--- config.mk ---
export PLATFORM = sky130hd
export DESIGN_NAME = tstamp_counter
export DESIGN_NICKNAME = d
export VERILOG_FILES = /design/src/rtl/ts_pkg.sv /design/src/rtl/ts_edge_sync.sv /design/src/rtl/ts_count.sv /design/src/rtl/ts_capture.sv /design/src/rtl/tstamp_counter.sv
export SDC_FILE = /design/constraint.sdc
export NUM_CORES = 1
export LEC_CHECK = 0
export BUFFER_PORTS_ARGS = -buffer_cell sky130_fd_sc_hd__buf_2
export CAP_MARGIN = 5
export CELL_PAD_IN_SITES_DETAIL_PLACEMENT = 1
export CELL_PAD_IN_SITES_GLOBAL_PLACEMENT = 1
export CORE_MARGIN = 2
export CORE_UTILIZATION = 30
export DETAILED_ROUTE_END_ITERATION = 8
export PLACE_DENSITY = 0.54
export SKIP_CTS_REPAIR_TIMING = 1
export SYNTH_ARGS = -nofsm -noshare
export SYNTH_HDL_FRONTEND = slang
export SYNTH_HIERARCHICAL = 1
export SYNTH_SLANG_ARGS = --single-unit
--- constraint.sdc ---
create_clock -name clk -period 3.6 [get_ports clk]
set_input_delay 1.08 -clock clk [delete_from_list [all_inputs] [get_ports clk]]
set_output_delay 1.08 -clock clk [all_outputs]
set_load 0.005 [all_outputs]
--- src/rtl/ts_pkg.sv ---
// Package: shared widths and the readout slice type for the time stamp block.
package ts_pkg;
    localparam int TS_CNT_W  = 64;
    localparam int TS_WORD_W = 16;
    typedef logic [TS_WORD_W-1:0] ts_word_t;
endpackage

--- src/rtl/ts_edge_sync.sv ---
// Module: ts_edge_sync
// Brings one asynchronous line into the clk domain through STAGES flops and
// emits a one-cycle pulse per rising edge. Assumes the line holds each level
// for longer than one clk period.
module ts_edge_sync #(
    parameter int STAGES = 2
) (
    input  logic clk,
    input  logic rst_n,
    input  logic async_in,
    output logic rise_pulse
);
    logic [STAGES:0] sr_q;

    // Shift the line through the synchronizer and one history flop.
    always_ff @(posedge clk) begin
        if (!rst_n) sr_q <= '0;
        else        sr_q <= {sr_q[STAGES-1:0], async_in};
    end

    // Rising edge: newest synchronized sample high, older one low.
    assign rise_pulse = sr_q[STAGES-1] & ~sr_q[STAGES];
endmodule

--- src/rtl/ts_count.sv ---
// Module: ts_count
// Counter with a synchronous clear that has priority over the step enable.
// It wraps silently at full scale. Assumes enable and clear are clk-domain
// single-cycle qualifiers.
module ts_count #(
    parameter int CNT_W = 64
) (
    input  logic             clk,
    input  logic             rst_n,
    input  logic             step,
    input  logic             clr,
    output logic [CNT_W-1:0] cnt
);
    // Clear first, otherwise advance on step.
    always_ff @(posedge clk) begin
        if (!rst_n)    cnt <= '0;
        else if (clr)  cnt <= '0;
        else if (step) cnt <= cnt + {{(CNT_W-1){1'b0}}, 1'b1};
    end
endmodule

--- src/rtl/ts_capture.sv ---
// Module: ts_capture
// Holding register loaded on a capture strobe. The held value is presented
// as NWORDS slices of WORD_W bits, selected by sub-address 1..NWORDS with
// slice 1 the least significant. Any other sub-address reads zero.
module ts_capture #(
    parameter int CNT_W  = 64,
    parameter int WORD_W = 16,
    localparam int NWORDS = CNT_W / WORD_W,
    localparam int SEL_W  = $clog2(NWORDS + 1)
) (
    input  logic              clk,
    input  logic              rst_n,
    input  logic              cap,
    input  logic [CNT_W-1:0]  cnt,
    input  logic [SEL_W-1:0]  rd_sel,
    output logic [CNT_W-1:0]  hold,
    output logic [WORD_W-1:0] rd_data
);
    logic [WORD_W-1:0] slice [NWORDS];

    // Load the live count on each capture strobe.
    always_ff @(posedge clk) begin
        if (!rst_n)   hold <= '0;
        else if (cap) hold <= cnt;
    end

    for (genvar g = 0; g < NWORDS; g++) begin : g_slice
        assign slice[g] = hold[g*WORD_W +: WORD_W];
    end

    // Select a slice by its 1-based sub-address.
    always_comb begin
        rd_data = '0;
        for (int i = 0; i < NWORDS; i++) begin
            if (rd_sel == SEL_W'(i + 1)) rd_data = slice[i];
        end
    end
endmodule

--- src/rtl/tstamp_counter.sv ---
// Module: tstamp_counter (top)
// Run-gated time stamp counter. The count step is the internal tick or a
// synchronized external clock edge, and it is vetoed by go. Capture comes
// from the live trigger or a synchronized external latch edge. Clear comes
// from software or a synchronized external line. The vetoed step and the
// capture strobe are driven out for follower modules.
module tstamp_counter #(
    parameter int CNT_W       = ts_pkg::TS_CNT_W,
    parameter int WORD_W      = ts_pkg::TS_WORD_W,
    parameter int SYNC_STAGES = 2,
    localparam int NWORDS = CNT_W / WORD_W,
    localparam int SEL_W  = $clog2(NWORDS + 1)
) (
    input  logic              clk,
    input  logic              rst_n,
    input  logic              go,
    input  logic              tick_int,
    input  logic              ext_clk_in,
    input  logic              sel_ext_clk,
    input  logic              live_trig,
    input  logic              ext_latch_in,
    input  logic              sel_ext_latch,
    input  logic              sw_clear,
    input  logic              ext_clear_in,
    input  logic [SEL_W-1:0]  rd_sel,
    output logic [WORD_W-1:0] rd_data,
    output logic              gated_tick_out,
    output logic              latch_out
);
    localparam int N_ASYNC = 3;

    logic [N_ASYNC-1:0] async_lines;
    logic [N_ASYNC-1:0] async_rise;
    logic               cnt_en;
    logic               clr_any;
    logic               cap_any;
    logic [CNT_W-1:0]   cnt_q;
    logic [CNT_W-1:0]   hold_q;

    assign async_lines = {ext_clear_in, ext_latch_in, ext_clk_in};

    for (genvar g = 0; g < N_ASYNC; g++) begin : g_sync
        ts_edge_sync #(.STAGES(SYNC_STAGES)) u_sync (
            .clk       (clk),
            .rst_n     (rst_n),
            .async_in  (async_lines[g]),
            .rise_pulse(async_rise[g])
        );
    end

    // Choose the step source, then apply the run veto.
    assign cnt_en  = go & (sel_ext_clk ? async_rise[0] : tick_int);
    // Choose the capture source.
    assign cap_any = sel_ext_latch ? async_rise[1] : live_trig;
    // Either clear source zeroes the counter.
    assign clr_any = sw_clear | async_rise[2];

    ts_count #(.CNT_W(CNT_W)) u_count (
        .clk  (clk),
        .rst_n(rst_n),
        .step (cnt_en),
        .clr  (clr_any),
        .cnt  (cnt_q)
    );

    ts_capture #(.CNT_W(CNT_W), .WORD_W(WORD_W)) u_capture (
        .clk    (clk),
        .rst_n  (rst_n),
        .cap    (cap_any),
        .cnt    (cnt_q),
        .rd_sel (rd_sel),
        .hold   (hold_q),
        .rd_data(rd_data)
    );

    assign gated_tick_out = cnt_en;
    assign latch_out      = cap_any;
endmodule

==> results.py <==
metrics = {
    "outcome": {
        "status": "finished, final reports clean",
    },
    "job": {
        "max_cap_viol_count": 0,
    },
    "cells_and_area": {
        "drive_gt1_frac": 0.183,
        "fin_nets": 718,
        "final_cell_mix": "137 x dfxtp_1, 66 x mux2i_1, 66 x nor2b_1",
        "fillerInstances": 2488,
        "layout_commonest_cell": "dfxtp_1",
        "instances_no_fill": 997,
        "area_growth_pct": 15.6,
        "fin_util": 0.353,
        "final_area_sq_mm": 0.00768,
    },
    "timing": {
        "fin_ws_ns": 0.258,
        "max_slew.worst_pin.slew_ns": 0.802,
        "finalCriticalPeriod_ns": 3.34,
        "hold_violations": 0,
        "slew_viol_final": 0,
        "tns_ns": 0,
        "clock_skew_ns": 0.0116,
        "fmax_ghz": 0.299,
        "setup_viol": 0,
        "rsz0062_at_grt": "false",
        "slew_headroom": 0.466,
        "period_share": 0.928,
    },
    "placement": {
        "hpwl_microns": 15000,
        "place_ws_ns": -0.00837,
        "globalplace.congestion": 0.794,
        "placed_cell_area_sq_mm": 0.00707,
        "io_buffers": 31,
        "dp.cells": 964,
    },
    "setup_path": {
        "path_max_fanout": 48,
        "crit_path_frequent_cell": "buf_2",
        "critPathKind": "primary input to primary output",
        "slowest_delay_ns": 0.38,
        "r2r_end": "u_count/cnt[58]",
        "required_ns": 2.52,
        "crit_arrival_ns": 2.26,
        "end_kind": "primary output",
        "r2r_start": "u_count/cnt[24]",
        "r2r_cells": 5,
        "ff2ff_setup_slack_ns": 0.92,
        "cp_cell_sequence": "buf_2, buf_12, mux2_2, a211o_1, buf_2",
        "cpMaxStageDelayCell": "mux2_2",
        "start_kind": "primary input",
    },
    "yosys": {
        "synth_ff_type": "dfxtp_1",
        "synth_area_leader_cell": "dfxtp_1",
        "synthArstFlopShare": 0,
        "netlist_area_sq_mm": 0.00664,
        "yosysTopAreaCellShare": 0.413,
        "ys_seq_area_frac": 0.413,
        "ys_top_cells_by_area": "dfxtp_1 41%, mux2i_1 9.9%, nor2b_1 6.3%",
        "syn_nets": 690,
        "netlist-cell-type-count": 45,
        "synth_area_per_cell_sq_um": 9.84,
        "ys_ff_latch": 137,
        "yosysWarnings": 6,
        "syn_inst": 675,
        "synth_edf_count": 0,
    },
    "clocking": {
        "cts_tree": "yes",
        "htreeDepth": 4,
        "clockBufferDepth": 2,
        "clkTransAtPathRegs_ns": 0.07,
        "clk_latency_ns": 0.44,
        "cts.sinks": 137,
        "cts_made_buffers": 17,
        "ctsRootBufferMaster": "clkbuf_16",
    },
    "floorplanning": {
        "fp.dieW_microns": 153,
        "io_pins": 32,
        "core_area_sq_mm": 0.0218,
        "die_h_microns": 153,
        "start_util": 0.305,
        "fp-row-count": 54,
        "die_area_sq_mm": 0.0234,
    },
    "detailed_routing": {
        "wire_per_inst_microns": 21.2,
        "drt_iter0_drc": 307,
        "vias": 5197,
        "ant_nets": 0,
        "wirelength_microns": 21100,
        "drc": 0,
        "via_per_inst": 5.21,
        "dr.pass1.iters": 4,
    },
    "grt": {
        "grt_max_degree": 74,
        "gr-usage-all-layers": 0.182,
        "grt_pass1_wl_microns": 32600,
        "grt_pass1_vias": 5420,
        "grt_overflow": 0,
        "antenna_found_initial": 2,
    },
    "power_and_ir_drop": {
        "irDropWorstVdd_mv": 0.222,
        "powerDensity_mw_per_mm2": 455,
        "p_leak_nw": 2.74,
    },
    "min_path": {
        "hp-class": "flop to flop",
        "hp-start": "g_sync[1].u_sync/sr_q[0]",
        "hold_end": "g_sync[1].u_sync/sr_q[1]",
        "min_path_cells": 1,
    },
}
per-layer routing:
layer | up-vias | global-route usage | share of wire
met5 | - | 0 | 0.00052
met4 | 2 | 0.0683 | 0.019
met3 | 17 | 0.0405 | 0.026
met2 | 57 | 0.300 | 0.49
met1 | 2598 | 0.232 | 0.47
li1 | 2523 | - | -
stage by stage:
| stage | power (mW) | hold slack (ns) |
|---|---|---|
| 5_1_grt | 3.62 | 0.462 |
| 6_report | 3.49 | 0.442 |
| 4_1_cts | 3.54 | 0.444 |
| 2_1_floorplan | 1.67 | 0.412 |
| 3_5_place_dp | 1.70 | 0.426 |
| 3_3_place_gp | 1.70 | 0.413 |
final cells by class:
cell class                      instances  area (sq um)  area share
Antenna cell                            1          2.50    0.000326
Clock buffer                           17           425      0.0554
Clock inverter                         15           180      0.0235
Inverter                                6          22.5     0.00293
Multi-Input combinational cell        494          3670       0.478
Sequential cell                       137          2740       0.357
Tap cell                              280           350      0.0456
Timing Repair Buffer                   47           288      0.0375
sequential cells by signal (all words and copies together), names as in the netlist:
register and flops:
u_capture/hold 64, u_count/cnt 64, g_sync.u_sync/sr_q 9
synthesized netlist by cell type, types with 3 or more instances:
cell / number
nor2b_4: 3
and4_1: 7
mux2_1: 6
o21ai_0: 24
and2_1: 11
nor2_1: 38
nand2_1: 18
nor3_1: 7
and3_1: 4
or3_1: 25
nor2b_1: 67
nand4_2: 3
inv_1: 6
mux2_2: 8
a211o_1: 16
mux2i_1: 66
mux2_4: 3
and4bb_1: 6
nand3_1: 28
buf_2: 8
nor3_2: 4
nand4_1: 23
xor2_1: 20
buf_4: 6
nor4bb_1: 8
clkbuf_1: 16
dfxtp_1: 137
buf_6: 4
o31ai_1: 10
a21oi_1: 34
xnor2_1: 9
and4bb_2: 18
or4_1: 13
worst max-delay path: cells and delay by family:
family	cells	cell delay, ns
buf+inv	3	0.45
compound gates	1	0.33
mux	1	0.38
cells by family (layout without fill, tap and decap cells):
kind of cell | count (synthesis) | count (layout) | synth area share
multiplexers | 83 | 83 | 0.130
flip-flops | 137 | 137 | 0.413
buffers and inverters | 44 | 85 | 0.0362
AO/OA/AOI/OAI | 84 | 84 | 0.0761
adder cells (fa/ha/maj) | 1 | 1 | 0.00188
AND/OR/NAND/NOR | 297 | 297 | 0.305
XOR/XNOR | 29 | 29 | 0.0382
other | 0 | 1 | 0
power by group:
| group | switching [mW] | internal (mW) | total, mW |
|---|---|---|---|
| clock network | 0.776 | 1.05 | 1.83 |
| logic | 0.0808 | 0.0612 | 0.142 |
| registers | 0.00231 | 1.52 | 1.52 |
| total | 0.859 | 2.63 | 3.49 |
worst max path at each step:
stage	start	end
floorplan	sel_ext_clk	u_count/cnt[52]
detailed placement	rd_sel[2]	rd_data[7]
finish	rd_sel[0]	rd_data[7]
global route	rd_sel[2]	rd_data[7]
global placement	rd_sel[2]	rd_data[14]
CTS	rd_sel[2]	rd_data[7]
Note: power is estimated with default switching activity, not from simulation.
